`config.mk`:
```
export PLATFORM = sky130hd
export DESIGN_NAME = dds_ctrl_loader
export DESIGN_NICKNAME = d
export VERILOG_FILES = /design/src/rtl/dds_ldr_pkg.sv /design/src/rtl/dds_ldr_sync.sv /design/src/rtl/dds_ldr_buffer.sv /design/src/rtl/dds_ldr_active.sv /design/src/rtl/dds_ctrl_loader.sv
export SDC_FILE = /design/constraint.sdc
export NUM_CORES = 1
export LEC_CHECK = 0
export BUFFER_PORTS_ARGS = -buffer_cell sky130_fd_sc_hd__clkbuf_2
export CAP_MARGIN = 20
export CELL_PAD_IN_SITES_DETAIL_PLACEMENT = 2
export CELL_PAD_IN_SITES_GLOBAL_PLACEMENT = 2
export CORE_MARGIN = 3
export CORE_UTILIZATION = 25
export CTS_CLUSTER_SIZE = 10
export DETAILED_ROUTE_END_ITERATION = 8
export HOLD_SLACK_MARGIN = 0.03
export PLACE_DENSITY_LB_ADDON = 0.1
export SYNTH_ARGS = -nofsm -noshare
export SYNTH_HDL_FRONTEND = slang
export SYNTH_SLANG_ARGS = --single-unit
```
`constraint.sdc`:
```
create_clock -name clk -period 2.45 [get_ports clk]
set_clock_uncertainty 0.15 [all_clocks]
set_input_delay 0.3675 -clock clk [delete_from_list [all_inputs] [get_ports clk]]
set_output_delay 0.3675 -clock clk [all_outputs]
set_load 0.02 [all_outputs]
```
`src/rtl/dds_ldr_pkg.sv`:
```
package dds_ldr_pkg;

   // Bit position of parallel byte k inside the staging register.
   // Byte 0 is the control byte at the bottom; bytes 1.. fill the
   // tuning word from its most significant byte downward.
   function automatic int byte_lsb(input int k, input int nbytes, input int bw);
      return (k == 0) ? 0 : bw * (nbytes - k);
   endfunction

   // Counter width that never collapses to zero bits.
   function automatic int cnt_w(input int n);
      return (n <= 2) ? 1 : $clog2(n);
   endfunction

endpackage

```
`src/rtl/dds_ldr_sync.sv`:
```
module dds_ldr_sync #(
   parameter int W      = 2,
   parameter int STAGES = 2
) (
   input  logic         clk,
   input  logic         rst_n,
   input  logic [W-1:0] d,
   output logic [W-1:0] q
);

   if (STAGES == 1) begin : g_single
      logic [W-1:0] stg_q;
      always_ff @(posedge clk or negedge rst_n) begin
         if (!rst_n) stg_q <= '0;
         else        stg_q <= d;
      end
      assign q = stg_q;
   end else begin : g_chain
      logic [STAGES-1:0][W-1:0] stg_q;
      always_ff @(posedge clk or negedge rst_n) begin
         if (!rst_n) stg_q <= '0;
         else        stg_q <= {stg_q[STAGES-2:0], d};
      end
      assign q = stg_q[STAGES-1];
   end

endmodule

```
`src/rtl/dds_ldr_buffer.sv`:
```
module dds_ldr_buffer
   import dds_ldr_pkg::*;
#(
   parameter  int BYTE_W    = 8,
   parameter  int NUM_BYTES = 5,
   localparam int WORD_W    = BYTE_W * NUM_BYTES,
   localparam int PCNT_W    = cnt_w(NUM_BYTES),
   localparam int SCNT_W    = cnt_w(WORD_W)
) (
   input  logic              clk,
   input  logic              rst_n,
   input  logic              wr,
   input  logic [BYTE_W-1:0] wdata,
   input  logic              ser_clk_s,
   input  logic              ser_bit_s,
   input  logic              clr,
   output logic [WORD_W-1:0] buf_word,
   output logic [PCNT_W-1:0] pcnt,
   output logic [SCNT_W-1:0] scnt,
   output logic              partial
);

   localparam logic [PCNT_W-1:0] PCNT_LAST = PCNT_W'(NUM_BYTES - 1);
   localparam logic [SCNT_W-1:0] SCNT_LAST = SCNT_W'(WORD_W - 1);

   logic              sclk_q;
   logic              ser_rise;
   logic [WORD_W-1:0] buf_q;

   assign ser_rise = ser_clk_s & ~sclk_q;

   always_ff @(posedge clk or negedge rst_n) begin
      if (!rst_n) begin
         buf_q  <= '0;
         pcnt   <= '0;
         scnt   <= '0;
         sclk_q <= 1'b0;
      end else begin
         sclk_q <= ser_clk_s;
         // staging register: a parallel write wins over a serial shift
         if (wr) begin
            for (int k = 0; k < NUM_BYTES; k++) begin
               if (pcnt == PCNT_W'(k))
                  buf_q[byte_lsb(k, NUM_BYTES, BYTE_W) +: BYTE_W] <= wdata;
            end
         end else if (ser_rise) begin
            buf_q <= {ser_bit_s, buf_q[WORD_W-1:1]};
         end
         // counters
         if (clr) begin
            pcnt <= '0;
            scnt <= '0;
         end else begin
            if (wr)
               pcnt <= (pcnt == PCNT_LAST) ? '0 : pcnt + PCNT_W'(1);
            if (ser_rise && !wr)
               scnt <= (scnt == SCNT_LAST) ? '0 : scnt + SCNT_W'(1);
         end
      end
   end

   assign buf_word = buf_q;
   assign partial  = (pcnt != '0) || (scnt != '0);

endmodule

```
`src/rtl/dds_ldr_active.sv`:
```
module dds_ldr_active #(
   parameter  int BYTE_W    = 8,
   parameter  int NUM_BYTES = 5,
   parameter  int PHASE_W   = 5,
   parameter  int FMT_W     = 2,
   localparam int WORD_W    = BYTE_W * NUM_BYTES,
   localparam int TUNE_W    = WORD_W - BYTE_W
) (
   input  logic               clk,
   input  logic               rst_n,
   input  logic               upd,
   input  logic [WORD_W-1:0]  buf_word,
   input  logic               partial,
   output logic [TUNE_W-1:0]  tune,
   output logic [PHASE_W-1:0] phase,
   output logic               pd,
   output logic [FMT_W-1:0]   fmt,
   output logic               complete
);

   logic [BYTE_W-1:0] ctrl_byte;
   assign ctrl_byte = buf_word[BYTE_W-1:0];

   always_ff @(posedge clk or negedge rst_n) begin
      if (!rst_n) begin
         tune     <= '0;
         phase    <= '0;
         pd       <= 1'b0;
         fmt      <= '0;
         complete <= 1'b0;
      end else if (upd) begin
         tune     <= buf_word[WORD_W-1:BYTE_W];
         phase    <= ctrl_byte[BYTE_W-1 -: PHASE_W];
         pd       <= ctrl_byte[FMT_W];
         fmt      <= ctrl_byte[FMT_W-1:0];
         complete <= ~partial;
      end
   end

endmodule

```
`src/rtl/dds_ctrl_loader.sv`:
```
module dds_ctrl_loader
   import dds_ldr_pkg::*;
#(
   parameter  int BYTE_W      = 8,
   parameter  int NUM_BYTES   = 5,
   parameter  int PHASE_W     = 5,
   parameter  int FMT_W       = 2,
   parameter  int SYNC_STAGES = 2,
   localparam int WORD_W      = BYTE_W * NUM_BYTES,
   localparam int TUNE_W      = WORD_W - BYTE_W,
   localparam int PCNT_W      = cnt_w(NUM_BYTES),
   localparam int SCNT_W      = cnt_w(WORD_W)
) (
   input  logic               clk,
   input  logic               rst_n,
   input  logic [BYTE_W-1:0]  bus_data,
   input  logic               bus_wr,
   input  logic               ser_data,
   input  logic               ser_clk,
   input  logic               freq_upd,
   output logic [TUNE_W-1:0]  tune_word,
   output logic [PHASE_W-1:0] phase_word,
   output logic               power_down,
   output logic [FMT_W-1:0]   load_fmt,
   output logic               load_complete
);

   if (PHASE_W + 1 + FMT_W != BYTE_W) begin : g_bad_ctrl
      $error("control byte fields must fill exactly one byte");
   end
   if (NUM_BYTES < 2) begin : g_bad_bytes
      $error("need a control byte and at least one tuning byte");
   end
   if (SYNC_STAGES < 1) begin : g_bad_sync
      $error("serial synchroniser needs at least one stage");
   end

   logic [1:0]        ser_s;
   logic [WORD_W-1:0] buf_word;
   logic [PCNT_W-1:0] pcnt;
   logic [SCNT_W-1:0] scnt;
   logic              partial;

   dds_ldr_sync #(.W(2), .STAGES(SYNC_STAGES)) u_sync (
      .clk   (clk),
      .rst_n (rst_n),
      .d     ({ser_clk, ser_data}),
      .q     (ser_s)
   );

   dds_ldr_buffer #(.BYTE_W(BYTE_W), .NUM_BYTES(NUM_BYTES)) u_buf (
      .clk       (clk),
      .rst_n     (rst_n),
      .wr        (bus_wr),
      .wdata     (bus_data),
      .ser_clk_s (ser_s[1]),
      .ser_bit_s (ser_s[0]),
      .clr       (freq_upd),
      .buf_word  (buf_word),
      .pcnt      (pcnt),
      .scnt      (scnt),
      .partial   (partial)
   );

   dds_ldr_active #(
      .BYTE_W(BYTE_W), .NUM_BYTES(NUM_BYTES), .PHASE_W(PHASE_W), .FMT_W(FMT_W)
   ) u_act (
      .clk      (clk),
      .rst_n    (rst_n),
      .upd      (freq_upd),
      .buf_word (buf_word),
      .partial  (partial),
      .tune     (tune_word),
      .phase    (phase_word),
      .pd       (power_down),
      .fmt      (load_fmt),
      .complete (load_complete)
   );

endmodule

```
==> reports/qor.csv, run 1 <==
stage,metric,value,unit
layout,drive_gt1_share,38.8,%
synth,synth_nets,360,
worst_setup_path,critical-path-slowest-cell,a21oi_2,
synth,synth_area_leaders,"dfrtp_1 58%, mux2_2 22%, o21ai_0 5.2%",
sta,hold_viol_final,0,
cts,htree_levels,3,
drt,drc_errors,0,
synth,synthMostInstantiatedCell,dfrtp_1,
layout,antenna_cells,0,
drt,drt_first_pass_iters,4,
sta,fin_crit,1.96,ns
worst_setup_path,start_kind,flip-flop,
layout,fillers,1756,
worst_setup_path,crit_path_frequent_cell,ha_1,
layout,areaGrowthSynthToFinish,21.0,%
floorplanning,die_area,18100,sq um
cts,path_clk_slew,0.07,ns
synth,ys.warnings.count,0,
sta,finalSetupTns,0,ns
floorplanning,die_height,135,microns
layout,utilization,31.3,%
cts,cts_tree,yes,
run,cap_violations,0,
drt,via_per_inst,4.40,
drt,drt_wl_total,10.5,mm
floorplanning,die_x,135,microns
sta,setup-violations-final,0,
synth,synth_cell_types,29,
worst_setup_path,required,2.53,ns
synth,syn_area,4130,sq um
cts,ctsHoldBuffers,3,
worst_setup_path,critical_path.max_stage_delay,0.47,ns
synth,synth_commonest_cells,"95 x dfrtp_1, 80 x mux2_2, 46 x inv_1",
global_route,grt_pass1_vias,3097,
worst_setup_path,worstSetupEndpointType,flip-flop,
sta,min_period_over_period,79.9,%
floorplanning,floorplan.initialDensity,25.8,%
cts,cts.sinks,95,
sta,tightest_slew,0.579,ns
synth,synth_edf_count,0,
floorplanning,num_rows,46,
pwr,pwr_density_cell,1010,nW/um^2
drt,drtIter0Drc,101,
placed_design,port_buffers,54,
sta,max_freq,511,MHz
placed_design,gp_congestion,0.762,
run_status,status,"complete, no violations",
worst_setup_path,worstSetupPathType,flip-flop to flip-flop,
worst_hold_path,hp-class,flip-flop to flip-flop,
cts,clockBufferDepth,2,
drt,avgRoutedWirePerCell,17.0,microns
synth,netlist.area_leader.share,57.5,%
placed_design,dpl.hpwl,6.99,mm
synth,ys_seq_area_share,57.5,%
cts,cts_buffers,9,
synth,synthArstFlopShare,100,%
worst_setup_path,cp_max_fo,8,
global_route,grt_antenna_before_repair,0,
global_route,grt_max_degree,96,
sta,rsz0062_at_grt,false,
global_route,grt-ovfl-total,0,
worst_setup_path,worstPathArrival,2.03,ns
pwr,p_leak,2.34,nW
cts,clock_latency,0.35,ns
global_route,grt_usage,12.5,%
drt,vias,2718,
synth,ys_seq_elements,95,
synth,synth_ff_type,dfrtp_1,
synth,synthCells,339,
layout,fin_nets,418,
pwr,irDropWorstVdd,0.499,mV
cts,cts_resized,0,
drt,antenna_left,0,
worst_setup_path,crit_chain,"ha_1, ha_1, a21oi_2, mux2_2",
cts,cts_setup_buffers,0,
synth,yosys.area.top_type,dfrtp_1,
sta,maxSlewHeadroom,61.4,%
cts,cts_root_buffer,clkbuf_16,
floorplanning,io_pins,55,
floorplanning,core,16000,sq um
global_route,grt_pass1_wl,17.2,mm
synth,syn_area_per_cell,12.2,sq um
sta,slew_violations,0,
## path summary, 6_finish.rpt
kind / from / endpoint / slack, ns / cells after the start
setup / recovery: u_buf.pcnt[0]$_DFFE_PN0P_ / u_buf.buf_word[22]$_DFFE_PN0P_ / 0.49 / 4
hold / removal: u_sync.g_chain.stg_q[0]$_DFF_PN0_ / u_sync.q[0]$_DFF_PN0_ / 0.20 / 0
setup reg to reg: u_buf.pcnt[0]$_DFFE_PN0P_ / u_buf.buf_word[22]$_DFFE_PN0P_ / 0.49 / 4
hold reg to reg: u_sync.g_chain.stg_q[0]$_DFF_PN0_ / u_sync.q[0]$_DFF_PN0_ / 0.20 / 0
max in group asynchronous: rst_n / u_buf.buf_word[11]$_DFFE_PN0P_ / 1.24 / 3
min in group asynchronous: rst_n / u_act.tune[13]$_DFFE_PN0P_ / 0.45 / 3
## layer usage
| layer | GRT usage (%) | wire, microns | up-vias |
|---|---|---|---|
| met4 | 5.09 | 299 | 0 |
| met2 | 20.4 | 4980 | 42 |
| met3 | 3.35 | 338 | 13 |
| met1 | 15.9 | 4900 | 1402 |
| li1 | - | - | 1261 |
| met5 | 0 | 0 | - |
## state kept, by name (all words and copies together) (netlist names)
signal	cells
u_buf.buf_word	40
u_act.tune	32
u_buf.scnt	6
u_act.phase	5
u_buf.pcnt	3
u_act.fmt	2
u_sync.g_chain.stg_q	2
u_sync.q	2
u_act.complete	1
u_act.pd	1
u_buf.sclk_q	1
## report_power, final
group          total [mW]  internal (mW)  switching [mW]
registers            2.33           2.02           0.303
logic                1.28          0.581           0.698
clock network        1.43          0.820           0.614
## cell families (layout without fill, tap and decap cells)
kind of cell             after synthesis  count (layout)  synth area share (%)
AO/OA/AOI/OAI                         60              60                  8.00
AND/OR/NAND/NOR                       34              34                  4.36
flip-flops                            95              95                  57.5
buffers and inverters                 62             125                  5.94
multiplexers                          81              81                  22.0
adder cells (fa/ha/maj)                7               7                  2.12
## critical path: cells and delay by family, from the launching register on
family	cells	cell delay (ns)
compound gates	1	0.47
flops	1	0.41
fa+ha+maj	2	0.40
mux	1	0.40
## layout make-up
cell class	instances	area [sq um]	share of cell area (%)
Clock inverter	5	56.3	1.13
Multi-Input combinational cell	182	1510	30.2
Timing Repair Buffer	63	373	7.46
Clock buffer	11	243	4.85
Tap cell	216	270	5.40
Sequential cell	95	2380	47.5
Inverter	46	173	3.45
## cells in the final DEF (no fill, tap or decap), types with 2 or more instances in the layout
cell type / instances
nor2_1: 2
or3_1: 2
clkbuf_16: 9
nand3_1: 5
nor2b_1: 2
a21o_1: 3
ha_1: 7
dlygate4sd3_1: 3
mux2_2: 80
o21ai_0: 43
inv_1: 46
buf_4: 5
clkinv_2: 2
nand2_1: 15
nand2b_1: 2
a21oi_1: 8
clkbuf_2: 53
dfrtp_1: 95
buf_12: 2
## stage by stage
| step | std cells | area, sq um | worst slack, ns | hold slack (ns) | power [mW] |
|---|---|---|---|---|---|
| after floorplan | 339 | 4130 | 0.622 | -0.0781 | 3.14 |
| final | 618 | 5000 | 0.493 | 0.203 | 5.04 |
| after detailed placement | 599 | 4670 | 0.456 | 0.193 | 3.68 |
| after CTS | 618 | 5000 | 0.463 | 0.207 | 5.17 |
| after global placement | 599 | 4670 | 0.519 | 0.185 | 3.64 |
| after global routing | 618 | 5000 | 0.406 | 0.215 | 5.38 |
Power figures use the tool's default switching activity.
==> run 2, diff against run 1 <==
Clock period 2.45 ns to 2 ns, I/O delays scaled along.
==> run 2 against run 1 <==
Against the previous run: final area up 1.1%; routed wire length up 2.7%; combinational power rose by 25%; global-route usage grew 0.30 points; die area did not move; power is 20% higher; worst setup slack worse by 0.30 ns; final cell count increased by 1.3%; critical path depth shrank 1; clock-buffer cell count did not move; utilization rose by 0.33 points; sequential power up 23%; highest routed layer unchanged.
==> reports/qor.csv, run 2 (synthesis gave the netlist of run 1 again) <==
stage,metric,value,unit,change
run_status,status,"complete, no violations",,
drt,avgRoutedWirePerCell,17.3,microns,+1.4%
layout,fin_nets,426,,+1.9%
worst_setup_path,worstPathArrival,1.89,ns,-0.14 ns
sta,tightest_slew,0.591,ns,+0.0117 ns
layout,largest_reg_flops,40,,unchanged
drt,drc_errors,0,,unchanged
worst_setup_path,worstSetupEndpointType,flip-flop,,
cts,cts.sinks,95,,unchanged
global_route,grt_max_degree,96,,unchanged
drt,vias,2703,,-0.55%
cts,ctsHoldBuffers,3,,unchanged
floorplanning,num_rows,46,,unchanged
placed_design,port_buffers,54,,unchanged
cts,cts_root_buffer,clkbuf_16,,
drt,antenna_left,0,,unchanged
cts,clock_latency,0.35,ns,about the same
placed_design,dpl.cell_count,607,,+1.3%
cts,cts_tree,yes,,
floorplanning,core,16000,sq um,unchanged
sta,maxSlewHeadroom,60.6,%,-0.78 points
layout,antenna_cells,0,,unchanged
sta,min_period_over_period,90.2,%,+10 points
worst_setup_path,cp_max_fo,8,,unchanged
run,cap_violations,0,,unchanged
global_route,grt_pass1_vias,2983,,-3.7%
floorplanning,die_height,135,microns,unchanged
drt,wl_met1,5.10,mm,+4.1%
layout,areaGrowthSynthToFinish,22.3,%,
worst_setup_path,critical_path.max_stage_delay,0.48,ns,about the same
pwr,pwr_density_cell,1200,nW/um^2,+19%
drt,via_per_inst,4.32,,-1.8%
worst_setup_path,crit_chain,"nor2b_1, a21o_1, mux2_2",,
drt,met2_length,5.27,mm,+5.8%
sta,max_freq,554,MHz,+8.4%
placed_design,gp_congestion,0.736,,-3.4%
cts,cts_buffers,9,,unchanged
sta,hold_viol_final,0,,unchanged
sta,rsz0062_at_grt,false,,
layout,final_common_cell,dfrtp_1,,
pwr,p_leak,2.37,nW,+1.1%
drt,met3RoutedLength,313,microns,-7.4%
cts,clockBufferDepth,2,,unchanged
global_route,grt_pass1_wl,17.5,mm,+1.6%
pwr,power,6.05,mW,+20%
cts,path_clk_slew,0.07,ns,about the same
floorplanning,die_x,135,microns,unchanged
cts,cts_setup_buffers,0,,unchanged
drt,drt_first_pass_iters,4,,unchanged
drt,drt_wl_total,10.8,mm,+2.7%
worst_setup_path,cp_num_buf_inv,0,,unchanged
layout,final_cell_mix,"95 x dfrtp_1, 80 x mux2_2, 53 x clkbuf_2",,
floorplanning,die_area,18100,sq um,unchanged
sta,setup-violations-final,0,,unchanged
worst_setup_path,critical-path-slowest-cell,dfrtp_1,,
drt,drtIter0Drc,56,,-45%
worst_setup_path,crit_family,flip-flops,,
layout,drive_gt1_share,39.8,%,+0.95 points
global_route,grt_antenna_before_repair,0,,unchanged
drt,routed.top_layer,met4,,
worst_setup_path,worstSetupPathType,flip-flop to flip-flop,,
worst_setup_path,start_kind,flip-flop,,
pwr,irDropWorstVdd,0.528,mV,+5.7%
floorplanning,floorplan.initialDensity,25.8,%,unchanged
sta,slew_violations,0,,unchanged
worst_hold_path,hp-class,flip-flop to flip-flop,,
cts,cts_resized,0,,unchanged
layout,stdcell_count,626,,+1.3%
floorplanning,io_pins,55,,unchanged
global_route,grt-ovfl-total,0,,unchanged
cts,htree_levels,3,,unchanged
worst_setup_path,required,2.09,ns,-0.44 ns
sta,finalSetupTns,0,ns,unchanged
global_route,grt_usage,12.8,%,+0.30 points
placed_design,dpl.hpwl,7.26,mm,+3.9%
sta,fin_crit,1.80,ns,-0.152 ns
-- run 2: cell types whose count changed in the layout (fill, tap and decap cells not counted) --
cell	change
buf_4	+6
clkinvlp_4	+1
bufinv_16	-1
clkbuf_8	-1
clkbuf_1	+1
buf_12	+2
-- run 2: cell type report --
| cell class | count | area, sq um |
|---|---|---|
| Sequential cell | 95 | 2380 |
| Multi-Input combinational cell | 182 | 1510 |
| Inverter | 46 | 173 |
| Clock inverter | 5 | 33.8 |
| Tap cell | 216 | 270 |
| Fill cell | 1764 | 10900 |
| Clock buffer | 11 | 233 |
| Timing Repair Buffer | 71 | 458 |
-- run 2: metal layers --
layer	track usage, %	up-vias
li1	-	1280
met1	16.8	1378
met2	21.0	38
met3	3.73	7
met4	3.39	0
met5	0	-
-- run 2: worst paths after layout --
| check | from | to | slack, ns | depth (start not counted) |
|---|---|---|---|---|
| setup / recovery | u_buf.pcnt[2]$_DFFE_PN0P_ | u_buf.buf_word[36]$_DFFE_PN0P_ | 0.20 | 3 |
| hold / removal | u_sync.g_chain.stg_q[1]$_DFF_PN0_ | u_sync.q[1]$_DFF_PN0_ | 0.21 | 0 |
| setup reg to reg | u_buf.pcnt[2]$_DFFE_PN0P_ | u_buf.buf_word[36]$_DFFE_PN0P_ | 0.20 | 3 |
| hold reg to reg | u_sync.g_chain.stg_q[1]$_DFF_PN0_ | u_sync.q[1]$_DFF_PN0_ | 0.21 | 0 |
| max in group asynchronous | rst_n | u_buf.scnt[4]$_DFFE_PN0P_ | 0.83 | 3 |
| min in group asynchronous | rst_n | u_act.tune[12]$_DFFE_PN0P_ | 0.38 | 3 |
-- run 2: stage by stage --
| step | worst slack (ns) | instance area, sq um | hold slack (ns) | utilization [%] |
|---|---|---|---|---|
| 3_5_place_dp | 0.113 | 4760 | 0.191 | 29.7 |
| 2_1_floorplan | 0.240 | 4130 | -0.146 | - |
| 5_1_grt | 0.0904 | 5050 | 0.226 | 31.6 |
| 6_report | 0.195 | 5050 | 0.209 | 31.6 |
| 4_1_cts | 0.162 | 5050 | 0.216 | 31.6 |
| 3_3_place_gp | 0.150 | 4760 | 0.184 | 29.7 |
-- run 2: report_power, final --
group,total [mW],internal [mW],switching [mW]
combinational,1.60,0.734,0.863
clock,1.59,0.844,0.746
sequential,2.86,2.48,0.383
